## src/rtl/cardclk_pkg.sv

```systemverilog
package cardclk_pkg;

  // register byte offsets
  localparam int unsigned PWR_OFS = 0;
  localparam int unsigned CLK_OFS = 4;

  // clock-register field positions
  localparam int unsigned CC_EN_BIT   = 0;
  localparam int unsigned CC_FALL_BIT = 1;
  localparam int unsigned CC_WID_LSB  = 2;
  localparam int unsigned CC_CLR_BIT  = 4;

  typedef enum logic [1:0] {
    PWR_OFF   = 2'b00,
    PWR_RSV_A = 2'b01,
    PWR_RSV_B = 2'b10,
    PWR_ON    = 2'b11
  } pwrStateE;

  typedef enum logic [1:0] {
    BW_1   = 2'b00,
    BW_4   = 2'b01,
    BW_8   = 2'b10,
    BW_RSV = 2'b11
  } busWidthE;

  // strobes from the register side to the clock datapath
  typedef struct packed {
    logic     runEn;
    logic     fallSel;
    busWidthE busWidth;
  } clkCtrlT;

endpackage

```

## src/rtl/cardclk_regs.sv

```systemverilog
module cardclk_regs
  import cardclk_pkg::*;
#(
  parameter int ADDR_W  = 4,
  parameter int DATA_W  = 32,
  parameter int MIN_GAP = 7
) (
  input  logic              clk,
  input  logic              rstN,
  input  logic              regWr,
  input  logic [ADDR_W-1:0] regAddr,
  input  logic [DATA_W-1:0] regWdata,
  output logic [DATA_W-1:0] regRdata,
  output clkCtrlT           ctrl,
  output logic              powerOn,
  output logic              spacingErr
);

  localparam int GAP_W = $clog2(MIN_GAP + 1);
  localparam logic [GAP_W-1:0] GAP_LIM = GAP_W'(MIN_GAP - 1);
  localparam logic [ADDR_W-1:0] PWR_ADDR = ADDR_W'(PWR_OFS);
  localparam logic [ADDR_W-1:0] CLK_ADDR = ADDR_W'(CLK_OFS);

  pwrStateE          pwrQ;
  logic              clkEnQ;
  logic              fallQ;
  busWidthE          widthQ;
  logic              errQ;
  logic [GAP_W-1:0]  gapCnt;

  logic pwrHit, clkHit, pwrOk, pwrTake, pwrReject, clrReq;
  logic unusedWdata;

  assign pwrHit    = regWr && (regAddr == PWR_ADDR);
  assign clkHit    = regWr && (regAddr == CLK_ADDR);
  assign pwrOk     = (gapCnt >= GAP_LIM);
  assign pwrTake   = pwrHit && pwrOk;
  assign pwrReject = pwrHit && !pwrOk;
  assign clrReq    = clkHit && regWdata[CC_CLR_BIT];
  assign unusedWdata = ^regWdata[DATA_W-1:CC_CLR_BIT+1];

  // bus clocks elapsed since the last accepted power write, saturating
  always_ff @(posedge clk or negedge rstN) begin
    if (!rstN) begin
      gapCnt <= GAP_LIM;
    end else if (pwrTake) begin
      gapCnt <= '0;
    end else if (gapCnt < GAP_LIM) begin
      gapCnt <= gapCnt + 1'b1;
    end
  end

  always_ff @(posedge clk or negedge rstN) begin
    if (!rstN) begin
      pwrQ <= PWR_OFF;
    end else if (pwrTake) begin
      pwrQ <= pwrStateE'(regWdata[1:0]);
    end
  end

  always_ff @(posedge clk or negedge rstN) begin
    if (!rstN) begin
      clkEnQ <= 1'b0;
      fallQ  <= 1'b0;
      widthQ <= BW_1;
    end else if (clkHit) begin
      clkEnQ <= regWdata[CC_EN_BIT];
      fallQ  <= regWdata[CC_FALL_BIT];
      widthQ <= busWidthE'(regWdata[CC_WID_LSB +: 2]);
    end
  end

  // sticky spacing flag; setting wins over a clear in the same cycle
  always_ff @(posedge clk or negedge rstN) begin
    if (!rstN) begin
      errQ <= 1'b0;
    end else if (pwrReject) begin
      errQ <= 1'b1;
    end else if (clrReq) begin
      errQ <= 1'b0;
    end
  end

  always_comb begin
    regRdata = '0;
    if (regAddr == PWR_ADDR) begin
      regRdata[1:0] = pwrQ;
    end else if (regAddr == CLK_ADDR) begin
      regRdata[CC_EN_BIT]         = clkEnQ;
      regRdata[CC_FALL_BIT]       = fallQ;
      regRdata[CC_WID_LSB +: 2]   = widthQ;
    end
  end

  assign powerOn        = (pwrQ == PWR_ON);
  assign spacingErr     = errQ;
  assign ctrl.runEn     = (pwrQ == PWR_ON) && clkEnQ;
  assign ctrl.fallSel   = fallQ;
  assign ctrl.busWidth  = widthQ;

endmodule

```

## src/rtl/cardclk_gen.sv

```systemverilog
module cardclk_gen
  import cardclk_pkg::*;
(
  input  logic    clk,
  input  logic    rstN,
  input  clkCtrlT ctrl,
  output logic    cardClk,
  output logic    phaseSel
);

  logic divRise, divFall, phaseQ;
  logic riseGo, fallGo;

  // a new high phase starts only when its edge kind is both active and requested
  assign riseGo = ctrl.runEn && !phaseQ && !ctrl.fallSel;
  assign fallGo = ctrl.runEn &&  phaseQ &&  ctrl.fallSel;

  always_ff @(posedge clk or negedge rstN) begin
    if (!rstN) begin
      divRise <= 1'b0;
    end else if (divRise) begin
      divRise <= 1'b0;
    end else begin
      divRise <= riseGo;
    end
  end

  always_ff @(negedge clk or negedge rstN) begin
    if (!rstN) begin
      divFall <= 1'b0;
    end else if (divFall) begin
      divFall <= 1'b0;
    end else begin
      divFall <= fallGo;
    end
  end

  // phase hand-over only while both dividers rest low
  always_ff @(posedge clk or negedge rstN) begin
    if (!rstN) begin
      phaseQ <= 1'b0;
    end else if (!divRise && !divFall) begin
      phaseQ <= ctrl.fallSel;
    end
  end

  assign cardClk  = phaseQ ? divFall : divRise;
  assign phaseSel = phaseQ;

endmodule

```

## src/rtl/cardclk_lanes.sv

```systemverilog
module cardclk_lanes
  import cardclk_pkg::*;
#(
  parameter int LANES = 8
) (
  input  busWidthE         busWidth,
  output logic [LANES-1:0] laneEn
);

  localparam int NARROW = 4;

  for (genvar i = 0; i < LANES; i++) begin : g_lane
    if (i == 0) begin : g_base
      assign laneEn[i] = 1'b1;
    end else if (i < NARROW) begin : g_mid
      assign laneEn[i] = (busWidth == BW_4) || (busWidth == BW_8);
    end else begin : g_wide
      assign laneEn[i] = (busWidth == BW_8);
    end
  end

endmodule

```

## src/rtl/cardclk_top.sv

```systemverilog
module cardclk_top
  import cardclk_pkg::*;
#(
  parameter int ADDR_W  = 4,
  parameter int DATA_W  = 32,
  parameter int MIN_GAP = 7,
  parameter int LANES   = 8
) (
  input  logic              clk,
  input  logic              rstN,
  input  logic              regWr,
  input  logic [ADDR_W-1:0] regAddr,
  input  logic [DATA_W-1:0] regWdata,
  output logic [DATA_W-1:0] regRdata,
  output logic              cardClk,
  output logic [LANES-1:0]  laneEn,
  output logic              powerOn,
  output logic              spacingErr
);

  clkCtrlT ctrl;
  logic    phaseSel;

  cardclk_regs #(
    .ADDR_W (ADDR_W),
    .DATA_W (DATA_W),
    .MIN_GAP(MIN_GAP)
  ) regs_i (
    .clk       (clk),
    .rstN      (rstN),
    .regWr     (regWr),
    .regAddr   (regAddr),
    .regWdata  (regWdata),
    .regRdata  (regRdata),
    .ctrl      (ctrl),
    .powerOn   (powerOn),
    .spacingErr(spacingErr)
  );

  cardclk_gen gen_i (
    .clk     (clk),
    .rstN    (rstN),
    .ctrl    (ctrl),
    .cardClk (cardClk),
    .phaseSel(phaseSel)
  );

  cardclk_lanes #(
    .LANES(LANES)
  ) lanes_i (
    .busWidth(ctrl.busWidth),
    .laneEn  (laneEn)
  );

endmodule

```

## config.mk

```make
export PLATFORM = sky130hd
export DESIGN_NAME = cardclk_top
export DESIGN_NICKNAME = d
export VERILOG_FILES = /design/src/rtl/cardclk_pkg.sv /design/src/rtl/cardclk_regs.sv /design/src/rtl/cardclk_gen.sv /design/src/rtl/cardclk_lanes.sv /design/src/rtl/cardclk_top.sv
export SDC_FILE = /design/constraint.sdc
export NUM_CORES = 1
export LEC_CHECK = 0
export BUFFER_PORTS_ARGS = -buffer_cell sky130_fd_sc_hd__buf_2
export CAP_MARGIN = 10
export CORE_MARGIN = 2
export CORE_UTILIZATION = 40
export CTS_CLUSTER_DIAMETER = 100
export DETAILED_ROUTE_END_ITERATION = 16
export PLACE_DENSITY = 0.85
export SLEW_MARGIN = 15
export SYNTH_ARGS = -nofsm -noshare
export SYNTH_HDL_FRONTEND = slang
export SYNTH_SLANG_ARGS = --single-unit
```

## constraint.sdc

```tcl
create_clock -name clk -period 2.8 [get_ports clk]
set_input_delay 0.28 -clock clk [delete_from_list [all_inputs] [get_ports clk]]
set_output_delay 0.28 -clock clk [all_outputs]
set_load 0.01 [all_outputs]
```

**After elaboration in Yosys (flattened, before gate mapping)**

Index checks and enable logic that the tools add are counted.

- Latch bits: 0
- Output and inout bits: 43
- Flip-flop bits (word level): 13
- RAM bits: 0
- Memories: 0
- Memory bits (read-only): 0

- Add/subtract/negate cells: 1
- Bitwise logic cells: 0
- Reductions and logical operators: 20
- Magnitude comparators: 2
- Equality and inequality tests: 4
- Shift-type cells: 0
- Multiply operators: 0
- Div/mod/pow operators: 0
- Muxes and demuxes: 10

Operators with widths:

| cell | count |
|---|---|
| logical AND 1 bit | 11 |
| two-way mux 3 bit | 2 |
| zero test 1 bit | 5 |
| two-way mux 1 bit | 5 |
| equality test 2 bit, second input constant | 2 |
| equality test 4 x 3 -> 1 bit, second input constant | 1 |
| zero test 4 bit | 1 |
| two-way mux 2 bit | 2 |
| two-way mux 4 bit | 1 |
| nonzero test 2 bit | 2 |
| adder 3 x 1 -> 3 bit, second input constant | 1 |
| greater-or-equal comparator 3 bit, second input constant | 1 |
| less-than comparator 3 bit, second input constant | 1 |
| equality test 2 x 1 -> 1 bit, second input constant | 1 |
| logical OR 1 bit | 1 |

**Logic depth before layout (Yosys ltp)**

- Word-level depth: 5
- Mapped depth: 5
- Mapped depth without buffers: 5

**Hierarchy**

A second synthesis with hierarchy kept.

- Cell total of the unflattened synthesis: 93
- Area total of the unflattened synthesis: 958.4 um^2

By module, submodules not included:

| module | area each (um^2) | instances | cells an instance |
|---|---|---|---|
| cardclk_regs | 768.2 | 1 | 75 |
| cardclk_gen | 121.4 | 1 | 8 |
| cardclk_lanes | 68.8 | 1 | 10 |

==> metrics.yaml <==
floorplanning:
  die_w_um: 52.0
  die_h_um: 52.0
  rows: 17
  start_util_pct: 42.1
  io_pins: 82
  die-area_mm2: 0.00271
  coreArea_mm2: 0.00219
place:
  port_buffers: 25
  post-dp-hpwl_mm: 1.16
  gp_congestion: 0.775
  place_ws_ns: 0.385
cts:
  cts_resized: 0
  htree_levels: 1
  cts_sinks: 13
  cts_setup_buffers: 0
  root_buffer: "clkbuf_4"
  clock_path_buffers: 2
  numCtsBuffers: 3
  clk_pin_slew_ns: 0.08
  cts_tree: "done"
  insertion_delay_ns: 0.27
power:
  powerDensity_mw_per_mm2: 702
  irDropWorstVdd_mv: 0.498
  seqPwrFrac_pct: 44.7
  combPwrFrac_pct: 38.9
  p_leak_nw: 0.535
  pwr-share-clk_pct: 16.4
  internal_power_uw: 429
  power_switching_uw: 245
  swShare_pct: 36.4
finish:
  num-nets-final: 158
  syn_to_final_growth_pct: 4.21
  fin_util_pct: 43.9
  antenna_cells: 0
  fill_cells: 215
  drive_gt1_share_pct: 33.9
logic_synthesis:
  synth.largest_area_cell: "buf_4"
  yosys_warnings: 0
  synthCells: 93
  yosysTopAreaCellShare_pct: 27.7
  netlist-cell-type-count: 25
  ys_seq_elements: 13
  yosysSeqAreaShare_pct: 35.5
  postSynthAreaPerCell_um2: 9.92
  syn-cell-area_um2: 922
  synthTopCellsByArea: "buf_4, dfrtp_1, mux2_2, dfstp_2, ha_1"
worst_setup_path:
  worstPathCellList: "mux2_2, buf_2"
  cp-end-kind: "primary output"
  required_ns: 2.52
  start_kind: "flip-flop"
  cp_slowest_stage_delay_ns: 0.36
  critPathKind: "flip-flop to primary output"
  crit_arrival_ns: 2.43
  cpMaxStageDelayCell: "dfrtn_1"
  crit_buf_inv: 1
  critical-path-top-delay-family: "flip-flops"
  crit_path_max_fanout: 3
route:
  drc: 0
  drt_wl_total_mm: 1.36
  wl_per_cell_um: 9.48
  drtPass1Iterations: 4
  antenna_left: 0
  vias: 593
  viasPerCell: 4.15
  drt-initial-drc-count: 8
global_routing:
  grt_max_degree: 14
  overflow: 0
  grt_pass1_vias: 559
  grt_usage_pct: 11.5
  grt_pass1_wl_mm: 2.29
  grt_antenna_before_repair: 0
worst_hold_path:
  hold_path.class: "input port to flip-flop"
run:
  cap_violations: 0
timing:
  hold_ws_ns: 0.240
  grt_setup_unrepaired: "no"
  skew_ns: 0.00742
  finalSetupViolations: 0
  tns_ns: 0
  finalHoldViolCount: 0
  slew_viol_final: 0
  setup_ws_ns: 0.0949
status:
  status: "finished, final reports clean"
-- final cells by class --
class / instances / area, um2 / area share (%)
Clock buffer: 4 / 26.3 / 2.73
Inverter: 4 / 15.0 / 1.56
Multi-Input combinational cell: 68 / 422 / 43.9
Sequential cell: 13 / 328 / 34.1
Tap cell: 28 / 35.0 / 3.65
Timing Repair Buffer: 26 / 135 / 14.1
-- registers in the layout (all words and copies together), names as in the netlist --
register / cells
regs_i.pwrQ: 2
regs_i.fallQ: 1
gen_i.divFall: 1
regs_i.gapCnt: 3
regs_i.clkEnQ: 1
gen_i.phaseSel: 1
regs_i.widthQ: 2
regs_i.spacingErr: 1
gen_i.divRise: 1
-- worst paths after layout --
path                       depth (start not counted)                            to  slack, ns                    start
max in group asynchronous                          2       gen_i.divFall$_DFF_NN0_       0.83                     rstN
min in group asynchronous                          2  regs_i.gapCnt[0]$_DFFE_PN0P_       0.43                     rstN
setup / recovery                                   2                       cardClk       0.09  gen_i.divFall$_DFF_NN0_
hold reg to reg                                    1       gen_i.divFall$_DFF_NN0_       0.46  gen_i.divFall$_DFF_NN0_
setup reg to reg                                   2    gen_i.phaseSel$_DFFE_PN0P_       0.47  gen_i.divFall$_DFF_NN0_
hold / removal                                     2  regs_i.widthQ[1]$_DFFE_PN0P_       0.24              regWdata[3]
-- cells by family after synthesis --
logic type	synth area share, %
compound gates	2.58
simple gates	14.4
xor+xnor	0.950
fa+ha+maj	4.07
other cells	0.814
buf+inv	29.7
mux	11.9
flops	35.5
-- layer usage --
layer / vias to the layer above / part of all wire (%) / track usage, %
met5: - / 0 / 0
met4: 0 / 0.66 / 6.58
met3: 2 / 12 / 2.30
met2: 43 / 48 / 19.4
met1: 267 / 39 / 13.4
li1: 281 / - / -
-- repair_timing --
| action | in CTS | in global routing |
|---|---|---|
| hold buffers | 1 | 0 |
| hold endpoints to repair | 10 | 0 |
| setup endpoints to repair | 0 | 0 |
-- power groups by stage --
stage                     sequential, mW  clock, mW  combinational (mW)
after global routing               0.314      0.122               0.299
final                              0.302      0.111               0.262
after floorplan                    0.297          0               0.245
after CTS                          0.303      0.115               0.266
after global placement             0.300          0               0.255
after detailed placement           0.306          0               0.264
-- cell usage in the layout (no fill, tap or decap), drive strengths merged --
| cell type | synthesis | final |
|---|---|---|
| o21ai | 2 | 2 |
| nand2 | 6 | 6 |
| nor3 | 3 | 3 |
| and2 | 1 | 1 |
| a31o | 1 | 1 |
| dfstp | 2 | 2 |
| nor3b | 1 | 1 |
| nor2b | 2 | 2 |
| and3 | 2 | 2 |
| nor4 | 1 | 1 |
| xnor2 | 1 | 1 |
| conb | 2 | 29 |
| dlygate4sd3 | 0 | 1 |
| buf | 34 | 25 |
| ha | 3 | 3 |
| dfrtp | 10 | 10 |
| nor4b | 1 | 1 |
| inv | 4 | 4 |
| mux2i | 2 | 2 |
| nor2 | 4 | 4 |
| clkbuf | 1 | 4 |
| mux2 | 8 | 8 |
| dfrtn | 1 | 1 |
| a21oi | 1 | 1 |
-- stage by stage --
step,total power [mW],area (um2),std cells
2_1_floorplan,0.542,1020,120
3_3_place_gp,0.555,925,138
3_5_place_dp,0.570,925,138
4_1_cts,0.684,961,143
5_1_grt,0.735,961,143
6_report,0.675,961,143
-- Yosys cell counts --
library cell	instances
mux2_1	2
o21ai_0	1
a21oi_1	1
and3_1	2
ha_1	3
clkbuf_1	1
nor3b_4	1
mux2_2	6
inv_1	4
buf_4	34
a31o_2	1
nor4b_4	1
mux2i_1	2
nor4_1	1
xnor2_1	1
and2_1	1
dfrtn_1	1
conb_1	2
nand2_1	6
dfrtp_1	10
dfstp_2	2
nor2_1	4
nor3_1	3
nor2b_1	2
o21ai_1	1
(Power assumes the default switching activity.)
